==> config.mk <==
export PLATFORM = sky130hd
export DESIGN_NAME = rshift_rot_unit
export DESIGN_NICKNAME = d
export VERILOG_FILES = /design/src/rtl/rsr_pkg.sv /design/src/rtl/rsr_decode.sv /design/src/rtl/rsr_amount.sv /design/src/rtl/rsr_barrel.sv /design/src/rtl/rshift_rot_unit.sv
export SDC_FILE = /design/constraint.sdc
export NUM_CORES = 1
export LEC_CHECK = 0
export BUFFER_PORTS_ARGS = -buffer_cell sky130_fd_sc_hd__buf_2
export CORE_MARGIN = 2
export CORE_UTILIZATION = 55
export DETAILED_ROUTE_END_ITERATION = 6
export PLACE_DENSITY = 0.88
export SETUP_SLACK_MARGIN = 0.15
export SYNTH_ARGS = -nofsm -noshare
export SYNTH_HDL_FRONTEND = slang
export SYNTH_SLANG_ARGS = --single-unit
==> constraint.sdc <==
create_clock -name vclk -period 4.3
set_clock_uncertainty 0.1 [all_clocks]
set_input_delay 0.43 -clock vclk [all_inputs]
set_output_delay 0.43 -clock vclk [all_outputs]
set_load 0.05 [all_outputs]
==> src/rtl/rsr_pkg.sv <==
// Package: shared constants and types for the right shift/rotate unit.
// Assumes a 32-bit instruction word with the register-format field layout.
package rsr_pkg;

    localparam int INSTR_W = 32;
    localparam int FLD_W   = 5;
    localparam int FN_W    = 6;

    // function codes served by the unit
    localparam logic [FN_W-1:0] FN_WORD_IMM    = 6'h02;
    localparam logic [FN_W-1:0] FN_DBL_IMM     = 6'h3A;
    localparam logic [FN_W-1:0] FN_DBL_IMM_HI  = 6'h3E;
    localparam logic [FN_W-1:0] FN_WORD_REG    = 6'h06;
    localparam logic [FN_W-1:0] FN_DBL_REG     = 6'h16;

    // where the shift amount comes from
    typedef enum logic [1:0] {
        SRC_FIELD    = 2'd0,   // immediate sa field
        SRC_FIELD_HI = 2'd1,   // immediate sa field plus 32
        SRC_REG      = 2'd2    // low bits of the rs operand value
    } amt_src_e;

    // instruction fields, most significant first
    typedef struct packed {
        logic [FN_W-1:0]  opc;
        logic [FLD_W-1:0] rs;
        logic [FLD_W-1:0] rt;
        logic [FLD_W-1:0] rd;
        logic [FLD_W-1:0] sa;
        logic [FN_W-1:0]  fn;
    } fields_t;

    // decoded control word
    typedef struct packed {
        logic             legal;
        logic             word;
        logic             rotate;
        amt_src_e         src;
        logic [FLD_W-1:0] rd;
    } ctrl_t;

endpackage

==> src/rtl/rsr_decode.sv <==
// Module: rsr_decode
// Splits the instruction word into fields and classifies it as one of the
// five shift/rotate forms. Anything else is marked not legal.
// Assumes: instr is a stable, known value when sampled downstream.
module rsr_decode
    import rsr_pkg::*;
(
    input  logic [INSTR_W-1:0] instr,
    output ctrl_t              ctrl
);

    fields_t f;
    logic    unused_rt;

    // field split by fixed bit position
    assign f         = fields_t'(instr);
    assign unused_rt = ^f.rt;

    // classify function code and selector field
    always_comb begin
        ctrl        = '0;
        ctrl.src    = SRC_FIELD;
        ctrl.rd     = f.rd;
        if (f.opc == '0) begin
            case (f.fn)
                FN_WORD_IMM: begin
                    ctrl.legal  = (f.rs <= 5'd1);
                    ctrl.word   = 1'b1;
                    ctrl.rotate = f.rs[0];
                    ctrl.src    = SRC_FIELD;
                end
                FN_DBL_IMM: begin
                    ctrl.legal  = (f.rs <= 5'd1);
                    ctrl.word   = 1'b0;
                    ctrl.rotate = f.rs[0];
                    ctrl.src    = SRC_FIELD;
                end
                FN_DBL_IMM_HI: begin
                    ctrl.legal  = (f.rs <= 5'd1);
                    ctrl.word   = 1'b0;
                    ctrl.rotate = f.rs[0];
                    ctrl.src    = SRC_FIELD_HI;
                end
                FN_WORD_REG: begin
                    ctrl.legal  = (f.sa <= 5'd1);
                    ctrl.word   = 1'b1;
                    ctrl.rotate = f.sa[0];
                    ctrl.src    = SRC_REG;
                end
                FN_DBL_REG: begin
                    ctrl.legal  = (f.sa <= 5'd1);
                    ctrl.word   = 1'b0;
                    ctrl.rotate = f.sa[0];
                    ctrl.src    = SRC_REG;
                end
                default: begin
                    ctrl.legal  = 1'b0;
                end
            endcase
        end
    end

    // guard the classification against the raw fields
    always_comb begin
        if (f.opc != '0) begin
            assert_opc_reject_R10: assert (!ctrl.legal)
                else $error("nonzero opcode accepted");
        end
        if (ctrl.legal && ctrl.src != SRC_REG) begin
            assert_imm_selector_R8: assert (f.rs <= 5'd1)
                else $error("immediate form accepted with rs field %0d", f.rs);
        end
        if (ctrl.legal && ctrl.src == SRC_REG) begin
            assert_reg_selector_R9: assert (f.sa <= 5'd1)
                else $error("register form accepted with sa field %0d", f.sa);
        end
    end

endmodule

==> src/rtl/rsr_amount.sv <==
// Module: rsr_amount
// Forms the effective shift amount from the sa field, from the sa field
// plus 32, or from the low bits of the rs operand value.
// Assumes: XLEN is a power of two, and the word size is XLEN/2.
module rsr_amount
    import rsr_pkg::*;
#(
    parameter int XLEN = 64
) (
    input  amt_src_e           src,
    input  logic               word,
    input  logic [FLD_W-1:0]   sa_fld,
    input  logic [$clog2(XLEN)-1:0] rs_low,
    output logic [$clog2(XLEN)-1:0] amt
);

    localparam int AW  = $clog2(XLEN);
    localparam int HAW = AW - 1;

    // choose amount source; word register forms drop the top bit
    always_comb begin
        case (src)
            SRC_FIELD:    amt = AW'(sa_fld);
            SRC_FIELD_HI: amt = {1'b1, sa_fld[HAW-1:0]};
            SRC_REG:      amt = word ? {1'b0, rs_low[HAW-1:0]} : rs_low;
            default:      amt = '0;
        endcase
    end

    // plus-32 form lands in upper range; word amounts stay below 32
    always_comb begin
        if (src == SRC_FIELD_HI) begin
            assert_hi_range_R4: assert (amt >= AW'(XLEN/2))
                else $error("plus-32 amount %0d below half width", amt);
        end
        if (word && src == SRC_REG) begin
            assert_word_amt_R5: assert (amt < AW'(XLEN/2))
                else $error("word amount %0d out of range", amt);
        end
    end

endmodule

==> src/rtl/rsr_barrel.sv <==
// Module: rsr_barrel
// Logarithmic right barrel: one stage per amount bit. In rotate mode the
// bits leaving the bottom re-enter at the top; otherwise zeros fill.
// Assumes: W is a power of two.
module rsr_barrel #(
    parameter int W = 64
) (
    input  logic [W-1:0]         data_in,
    input  logic [$clog2(W)-1:0] amt,
    input  logic                 rotate,
    output logic [W-1:0]         data_out
);

    localparam int SW = $clog2(W);

    logic [SW:0][W-1:0] stage;

    assign stage[0] = data_in;

    for (genvar i = 0; i < SW; i++) begin : g_stage
        localparam int STEP = 1 << i;
        logic [W-1:0] moved;

        // shift this stage by its power of two, wrapping when rotating
        always_comb begin
            moved = stage[i] >> STEP;
            if (rotate) begin
                moved[W-1 -: STEP] = stage[i][STEP-1:0];
            end
        end

        assign stage[i+1] = amt[i] ? moved : stage[i];
    end

    assign data_out = stage[SW];

    // amount zero passes through; rotation keeps ones; shift clears MSB
    always_comb begin
        if (amt == '0) begin
            assert_zero_amt_R7: assert (data_out == data_in)
                else $error("zero amount altered data");
        end
        if (rotate) begin
            assert_rot_keeps_ones_R3: assert ($countones(data_out) == $countones(data_in))
                else $error("rotate changed population count");
        end
        if (!rotate && amt != '0) begin
            assert_shift_fills_zero_R2: assert (data_out[W-1] == 1'b0)
                else $error("logical shift left MSB set");
        end
    end

endmodule

==> src/rtl/rshift_rot_unit.sv <==
// Module: rshift_rot_unit
// Combinational right shift/rotate execute unit. Word forms run on the low
// half of rt_val and sign-extend; doubleword forms run on all of rt_val.
// An unsupported encoding yields zero, a low write strobe and bad_enc.
// Assumes: the core has already read rt_val and rs_val; no storage here.
module rshift_rot_unit
    import rsr_pkg::*;
#(
    parameter int XLEN = 64
) (
    input  logic [INSTR_W-1:0] instr,
    input  logic [XLEN-1:0]    rt_val,
    input  logic [XLEN-1:0]    rs_val,
    output logic [XLEN-1:0]    result,
    output logic [FLD_W-1:0]   dest_idx,
    output logic               wr_en,
    output logic               bad_enc
);

    localparam int HALF = XLEN / 2;
    localparam int AW   = $clog2(XLEN);
    localparam int HAW  = $clog2(HALF);

    ctrl_t            ctrl;
    fields_t          f;
    logic [AW-1:0]    amt;
    logic [HALF-1:0]  word_out;
    logic [XLEN-1:0]  dbl_out;
    logic [XLEN-1:0]  result_c;
    logic             unused_rs_hi;

    assign f            = fields_t'(instr);
    assign unused_rs_hi = ^rs_val[XLEN-1:AW];

    rsr_decode u_decode (
        .instr (instr),
        .ctrl  (ctrl)
    );

    rsr_amount #(.XLEN(XLEN)) u_amount (
        .src    (ctrl.src),
        .word   (ctrl.word),
        .sa_fld (f.sa),
        .rs_low (rs_val[AW-1:0]),
        .amt    (amt)
    );

    rsr_barrel #(.W(HALF)) u_word_barrel (
        .data_in  (rt_val[HALF-1:0]),
        .amt      (amt[HAW-1:0]),
        .rotate   (ctrl.rotate),
        .data_out (word_out)
    );

    rsr_barrel #(.W(XLEN)) u_dbl_barrel (
        .data_in  (rt_val),
        .amt      (amt),
        .rotate   (ctrl.rotate),
        .data_out (dbl_out)
    );

    // pick width, sign-extend word outcome, force zero when illegal
    always_comb begin
        result_c = '0;
        if (ctrl.legal) begin
            result_c = ctrl.word ? {{HALF{word_out[HALF-1]}}, word_out} : dbl_out;
        end
    end

    assign result   = result_c;
    assign dest_idx = ctrl.rd;
    assign bad_enc  = ~ctrl.legal;
    assign wr_en    = ctrl.legal;

    // output consistency checks
    always_comb begin
        if (bad_enc) begin
            assert_bad_is_quiet_R11: assert (result == '0 && !wr_en)
                else $error("illegal encoding produced output");
        end
        if (!bad_enc && ctrl.word) begin
            assert_word_sext_R5: assert (result[XLEN-1:HALF] == {HALF{result[HALF-1]}})
                else $error("word result not sign-extended");
        end
    end

endmodule

==> results of run 1 <==
==> routing by layer <==
metal / track usage [%] / overflow
met5: 66.9 / 4
met4: 101 / 142
met3: 85.1 / 37
met2: 106 / 236
met1: 90.8 / 22
==> cell families after synthesis <==
group | synth area share (%)
mux | 5.04
compound gates | 55.4
simple gates | 30.1
buf+inv | 9.42
==> per-stage QoR <==
| stage | util (%) | setup slack [ns] | hold WS [ns] | std cells |
|---|---|---|---|---|
| floorplan | - | 0.0824 | 0.927 | 1199 |
| global placement | 80.2 | -0.173 | 0.760 | 1698 |
| detailed placement | 80.2 | -0.345 | 0.760 | 1698 |
| CTS | 88.1 | 0.0212 | 0.760 | 1726 |
==> synthesized netlist by cell type, types with 12 or more instances <==
cell / count
nand3_1: 136
o21ai_0: 129
nand2_1: 128
clkbuf_1: 72
nor2_1: 68
a21oi_1: 62
o211ai_1: 50
a221oi_1: 44
buf_2: 44
nand4_1: 40
a32oi_1: 35
o22ai_1: 24
a211oi_1: 22
and3_1: 19
o41a_1: 19
nor3_1: 18
mux2i_1: 17
o21ai_1: 15
a22oi_1: 13
a31oi_1: 12
==> repair_timing <==
action	in CTS
pin swaps	39
gates resized for setup	222
hold buffers	0
setup buffers	26
setup endpoints to repair	64
cloned	2
==> results.toml, run 1 <==
[run_status]
status = "stopped before the end"
failing_step = "5_1_grt"
firstError = "[ERROR GRT-0116] Global routing finished with congestion. Check the congestion regions in the DRC Viewer."

[yosys]
synth-seq-area-share_pct = 0
ys_top_cells_by_area = "nand3_1 (9.2%), o21ai_0 (8.7%), nand2_1 (6.5%)"
yosys.area.top_type = "nand3_1"
syn_inst = 1199
ys_warn_count = 0
syn_nets = 1359
netlist_area_um2 = 7400
synth_area_per_cell_um2 = 6.17
synth_top_area_share_pct = 9.20
ys_types = 85

[floorplanning]
start_util_pct = 56.1
die_y_um = 120
rows = 42
dieWidth_um = 120
ios = 231

[place]
placed_cell_area_um2 = 10600
hpwl_mm = 36.4
io_buffers = 158
gp_congestion = 1.29

[global_route]
grt_usage_pct = 94.7
grt_pass1_wl_mm = 107
grt-ovfl-total = 441
grt_pass1_vias = 17900
grt_max_degree = 40
==> run 2: changes to the inputs <==
--- a/config.mk
+++ b/config.mk
@@ -7,10 +7,9 @@
 export LEC_CHECK = 0
 export BUFFER_PORTS_ARGS = -buffer_cell sky130_fd_sc_hd__buf_2
 export CORE_MARGIN = 2
-export CORE_UTILIZATION = 55
+export CORE_UTILIZATION = 40
 export DETAILED_ROUTE_END_ITERATION = 6
-export PLACE_DENSITY = 0.88
-export SETUP_SLACK_MARGIN = 0.15
+export PLACE_DENSITY_LB_ADDON = 0.15
 export SYNTH_ARGS = -nofsm -noshare
 export SYNTH_HDL_FRONTEND = slang
 export SYNTH_SLANG_ARGS = --single-unit
==> run 2 against run 1 <==
Effect of this change: the flow now finishes, with violations (DRC, setup timing); synthesized cell count stayed put; synthesized area stayed put.
==> results.toml, run 2 <==
[run_status]
status = "complete, but fails checks"
violations = "DRC, setup timing"

[timing]
report.final.setup_viol = 35
worst_hold_slack_ns = 0.760
postLayoutSetupSlackWorst_ns = -0.125
timing.fmax_mhz = 226
hold_viol = 0
fin_crit_sh_pct = 103
max_slew.worst_pin.slew_ns = 1.28
fin_crit_ns = 4.42
slew_headroom_pct = 14.9
grt_setup_unrepaired = "true"
slew_viol_final = 0

[routing]
drc = 8
drtPass1Iterations = 7
drtAntennaViolNets = 0
wl_mm = 48.8
vias = 13200
viasPerCell = 7.15
wire_per_inst_um = 26.4
drt_iter0_markers = 1939

[place]
placed_cell_area_um2 = 11100
hpwl_mm = 37.9
io_buffers = 158
gp_congestion = 1.08
place_ws_ns = -0.247

[yosys]
syn_nets = 1359
synth.most_common_cell = "nand3_1"
synth-simple-area-share_pct = 30.1
synth_compound_area_share_pct = 55.4
synth-xor-area-share_pct = 0
synthAdderAreaFrac_pct = 0
synth_area_per_cell_um2 = 6.17
synthTopCellsByCount = "nand3_1 (136), o21ai_0 (129), nand2_1 (128)"
netlist_area_um2 = 7400
synth_mux_area_share_pct = 5.04
synth_top_area_share_pct = 9.20
synth_top_family_by_area = "compound AO/OA/AOI/OAI gates"
yosys.area.top_type = "nand3_1"
ys_warn_count = 0
synth-seq-area-share_pct = 0
syn_inst = 1199
ys_top_cells_by_area = "nand3_1 (9.2%), o21ai_0 (8.7%), nand2_1 (6.5%)"
ys_types = 85

[floorplanning]
rows = 49
dieWidth_um = 140
ios = 231
dieArea_um2 = 19600
start_util_pct = 41.0
die_y_um = 140
design.core.area_um2 = 18000

[power_and_ir_drop]
peakVddDrop_v = 0.0000546
p_leak_nw = 5.20
switching_share_pct = 58.3
seqPwrFrac_pct = 0
pwr-share-clk_pct = 0
intPower_mw = 0.568
p_comb_share_pct = 100.0
p_per_area_nw_per_um2 = 113
power_mw = 1.36
switchingPower_mw = 0.795

[critical_path]
start_kind = "input pin"
crit_start = "instr[28]"
crit_type = "in2out"
path_max_fanout = 8
end_kind = "output port"
cp_data_arrival_time_ns = 3.89
critPathRequiredTime_ns = 3.77

[final_layout]
final_area_um2 = 12100
finalNetCount = 1780
final_cell_mix = "buf_4 (394), nand3_1 (135), nand2_1 (122), buf_2 (111), o21ai_0 (86)"
final_common_cell = "buf_4"
diodes = 0
seq_cells = 0
clockBufferCount = 0
multi_input_area_um2 = 7430
n_fill_cell = 1649
area_delta_synth_final_pct = 63.3
regArea_um2 = 0
drive_above_1_share_pct = 44.5

[global_route]
grt_usage_pct = 45.8
grt-ovfl-total = 0
grt_pass1_wl_mm = 70.9
antenna_found_initial = 1
grt_pass1_vias = 12000
grt_max_degree = 53

[hold_path]
min_from = "instr[12]"
hold_path_class = "in2out"
min_path_cells = 0

[run]
drv_cap = 0

[clocking]
cts_hold_buffers = 0
[run 2: final timing paths]
check | end | slack (ns)
min | dest_idx[1] | 0.76
max | result[42] | -0.12
[run 2: per-stage QoR]
step	cells	setup TNS, ns	util (%)
floorplan	1199	-2.36	-
global placement	1822	-7.79	61.9
detailed placement	1822	-9.08	61.9
CTS	1825	-0.0717	63.6
global route	1847	-6.33	67.0
finish	1847	-1.99	67.0
[run 2: metal layers]
metal,track usage (%),vias to the layer above,part of all wire (%)
met5,0,-,0.020
met4,23.0,2,6.6
met1,58.3,6206,37
met2,74.4,1044,44
met3,8.38,243,12
li1,-,5711,-
[run 2: cells by family after synthesis]
family          after synthesis
mux                          31
buf+inv                     148
simple gates                457
compound gates              563
[run 2: area by class of cell]
cell class | count | share of cell area [%]
multi-input combinational | 1053 | 61.5
inverter | 7 | 0.218
tap | 229 | 2.37
timing repair buffer | 558 | 35.9
[run 2: critical path: stages]
cell and delay [ns]:
buf_2 0.11, buf_4 0.14, or4_4 0.46, nor4_4 0.29, buf_4 0.18, buf_12 0.14, buf_12 0.14, nor2_4 0.04
mux2_4 0.34, mux4_2 0.49, a222oi_1 0.37, buf_4 0.22, nor2_1 0.04, o21ai_0 0.14, buf_4 0.14, a221oi_4 0.06
buf_6 0.17
[run 2: power groups by stage]
stage	clock (mW)	combinational, mW	sequential (mW)
after floorplan	0	0.598	0
after global placement	0	1.19	0
after detailed placement	0	1.20	0
after CTS	0	1.23	0
after global routing	0	1.41	0
final	0	1.36	0
[run 2: what timing repair did]
action,CTS,global route
gates cloned,0,5
endpoints found under the setup margin,63,64
buffers inserted,3,17
pin swaps,13,22
resized for setup,93,130
Power figures use the tool's default switching activity.
==> run 3: changes to the inputs <==
--- a/config.mk
+++ b/config.mk
@@ -9,7 +9,9 @@
 export CORE_MARGIN = 2
 export CORE_UTILIZATION = 40
 export DETAILED_ROUTE_END_ITERATION = 6
+export MAX_ROUTING_LAYER = met4
 export PLACE_DENSITY_LB_ADDON = 0.15
+export RECOVER_POWER = 100
 export SYNTH_ARGS = -nofsm -noshare
 export SYNTH_HDL_FRONTEND = slang
 export SYNTH_SLANG_ARGS = --single-unit
==> run 3 against run 2 <==
Effect of this change: the flow finishes with violations (setup timing); sequential cell count unchanged; combinational power up 7%; first-iteration DRC count up 16%; wire length up 4.5%; die area unchanged; maximum frequency down 1.1%; critical path depth down 2; worst hold slack about the same; sequential share of layout area unchanged; core utilization up 4.3 points.
==> results.toml, run 3 (synthesis gave the netlist of run 2 again) <==
[place]
hpwl_mm = 38.4
gp_congestion = 1.07
placed_cell_area_um2 = 11200
io_buffers = 158

[timing]
report.final.setup_viol = 31
slew_viol_final = 0
slew_headroom_pct = 54.5
timing.fmax_mhz = 224
fin_crit_sh_pct = 104
hold_viol = 0
fin_crit_ns = 4.47
worst_hold_slack_ns = 0.760
postLayoutSetupSlackWorst_ns = -0.173
max_slew.worst_pin.slew_ns = 0.681
tns_ns = -1.15
grt_setup_unrepaired = "true"

[global_route]
grt_pass1_vias = 12500
grt_usage_pct = 49.7
grt_pass1_wl_mm = 74.4
grt_max_degree = 51
antenna_found_initial = 1
grt-ovfl-total = 0

[power_and_ir_drop]
peakVddDrop_v = 0.0000652
p_per_area_nw_per_um2 = 113
p_leak_nw = 5.48

[routing]
viasPerCell = 7.31
drtPass1Iterations = 7
drtAntennaViolNets = 0
wl_mm = 51.0
vias = 13800
wire_per_inst_um = 26.9
drc = 0
drt_iter0_markers = 2257

[critical_path]
crit_family = "compound AO/OA/AOI/OAI gates"
cp_cell_sequence = "buf_4 > or4_4 > o41ai_4 > buf_12 > buf_4 > nand2_1 > buf_4 > o211ai_1 > nand4_1 > a222oi_1 > buf_4 > mux2i_1 > a221oi_1 > o21a_1 > buf_6"
path_buf_inv = 6
endpoint = "result[11]"
cp_slowest_cell = "or4_4"
cp_data_arrival_time_ns = 3.94
path_max_fanout = 10
worst-path-stages = 15
crit_path_max_incr_delay_ns = 0.58
end_kind = "output port"
critPathRequiredTime_ns = 3.77
crit_type = "in2out"
cp_common_cell = "buf_4"
start_kind = "input pin"
crit_start = "instr[28]"

[final_layout]
seq_cells = 0
regArea_um2 = 0
finalNetCount = 1825
final_area_um2 = 12900
clockBufferCount = 0
final_util_pct = 71.3
final_common_cell = "buf_4"
drive_above_1_share_pct = 48.6
final_cell_mix = "buf_4 (420), nand3_1 (133), nand2_1 (120), buf_2 (97)"
area_delta_synth_final_pct = 73.8

[run]
drv_cap = 0

[run_status]
status = "complete, but fails checks"
violations = "setup timing"

[floorplanning]
die_y_um = 140
design.core.area_um2 = 18000
ios = 231
rows = 49
dieWidth_um = 140
start_util_pct = 41.0
dieArea_um2 = 19600

[hold_path]
hold_path_class = "in2out"

[clocking]
cts_hold_buffers = 0
[run 3: changes by cell type in the layout (fill, tap and decap cells not counted), moves of 7 or more]
cell,change
buf_2,-14
buf_4,+26
buf_6,+29
o21ai_0,-24
o21ai_1,+14
o21ai_2,+11
o22ai_1,-7
[run 3: final cells by class]
type               count  area (um^2)
well taps            229          287
diodes                 1         2.50
fillers             1564         5170
inverters              7         26.3
repair buffers       602         4780
multi-input cells   1054         7760
[run 3: what timing repair did]
action                     4_1_cts  5_1_grt
setup endpoints to repair       64       64
pin swaps                       18       25
setup buffers                   24       30
cloned                           3        3
resized for setup              132      217
[run 3: metal layers]
layer,vias to the layer above,track usage (%),part of all wire [%]
met5,-,-,0
met4,0,24.3,7.6
met3,342,9.98,14
met2,1259,78.6,43
met1,6421,60.5,35
li1,5815,-,-
[run 3: through the flow]
| step | cells | setup WS, ns | total power [mW] |
|---|---|---|---|
| 2_1_floorplan | 1199 | -0.422 | 0.598 |
| 5_1_grt | 1893 | -0.183 | 1.50 |
| 3_3_place_gp | 1833 | -0.324 | 1.21 |
| 6_report | 1893 | -0.173 | 1.45 |
| 3_5_place_dp | 1833 | -0.320 | 1.22 |
| 4_1_cts | 1860 | -0.00594 | 1.27 |
[run 3: worst min-delay path by stage]
stage	startpoint	end	depth (start not counted)
finish	instr[13]	dest_idx[2]	0
global route	instr[14]	dest_idx[3]	0
CTS	instr[11]	dest_idx[0]	0
detailed placement	instr[11]	dest_idx[0]	0
global placement	instr[11]	dest_idx[0]	0
floorplan	instr[11]	dest_idx[0]	1
[run 3: report_power, final]
group / total [mW] / internal, mW / switching (mW)
Clock: 0.0000000210 / 0.0000000210 / 0
Sequential: 0 / 0 / 0
Combinational: 1.45 / 0.613 / 0.841
Total: 1.45 / 0.613 / 0.841
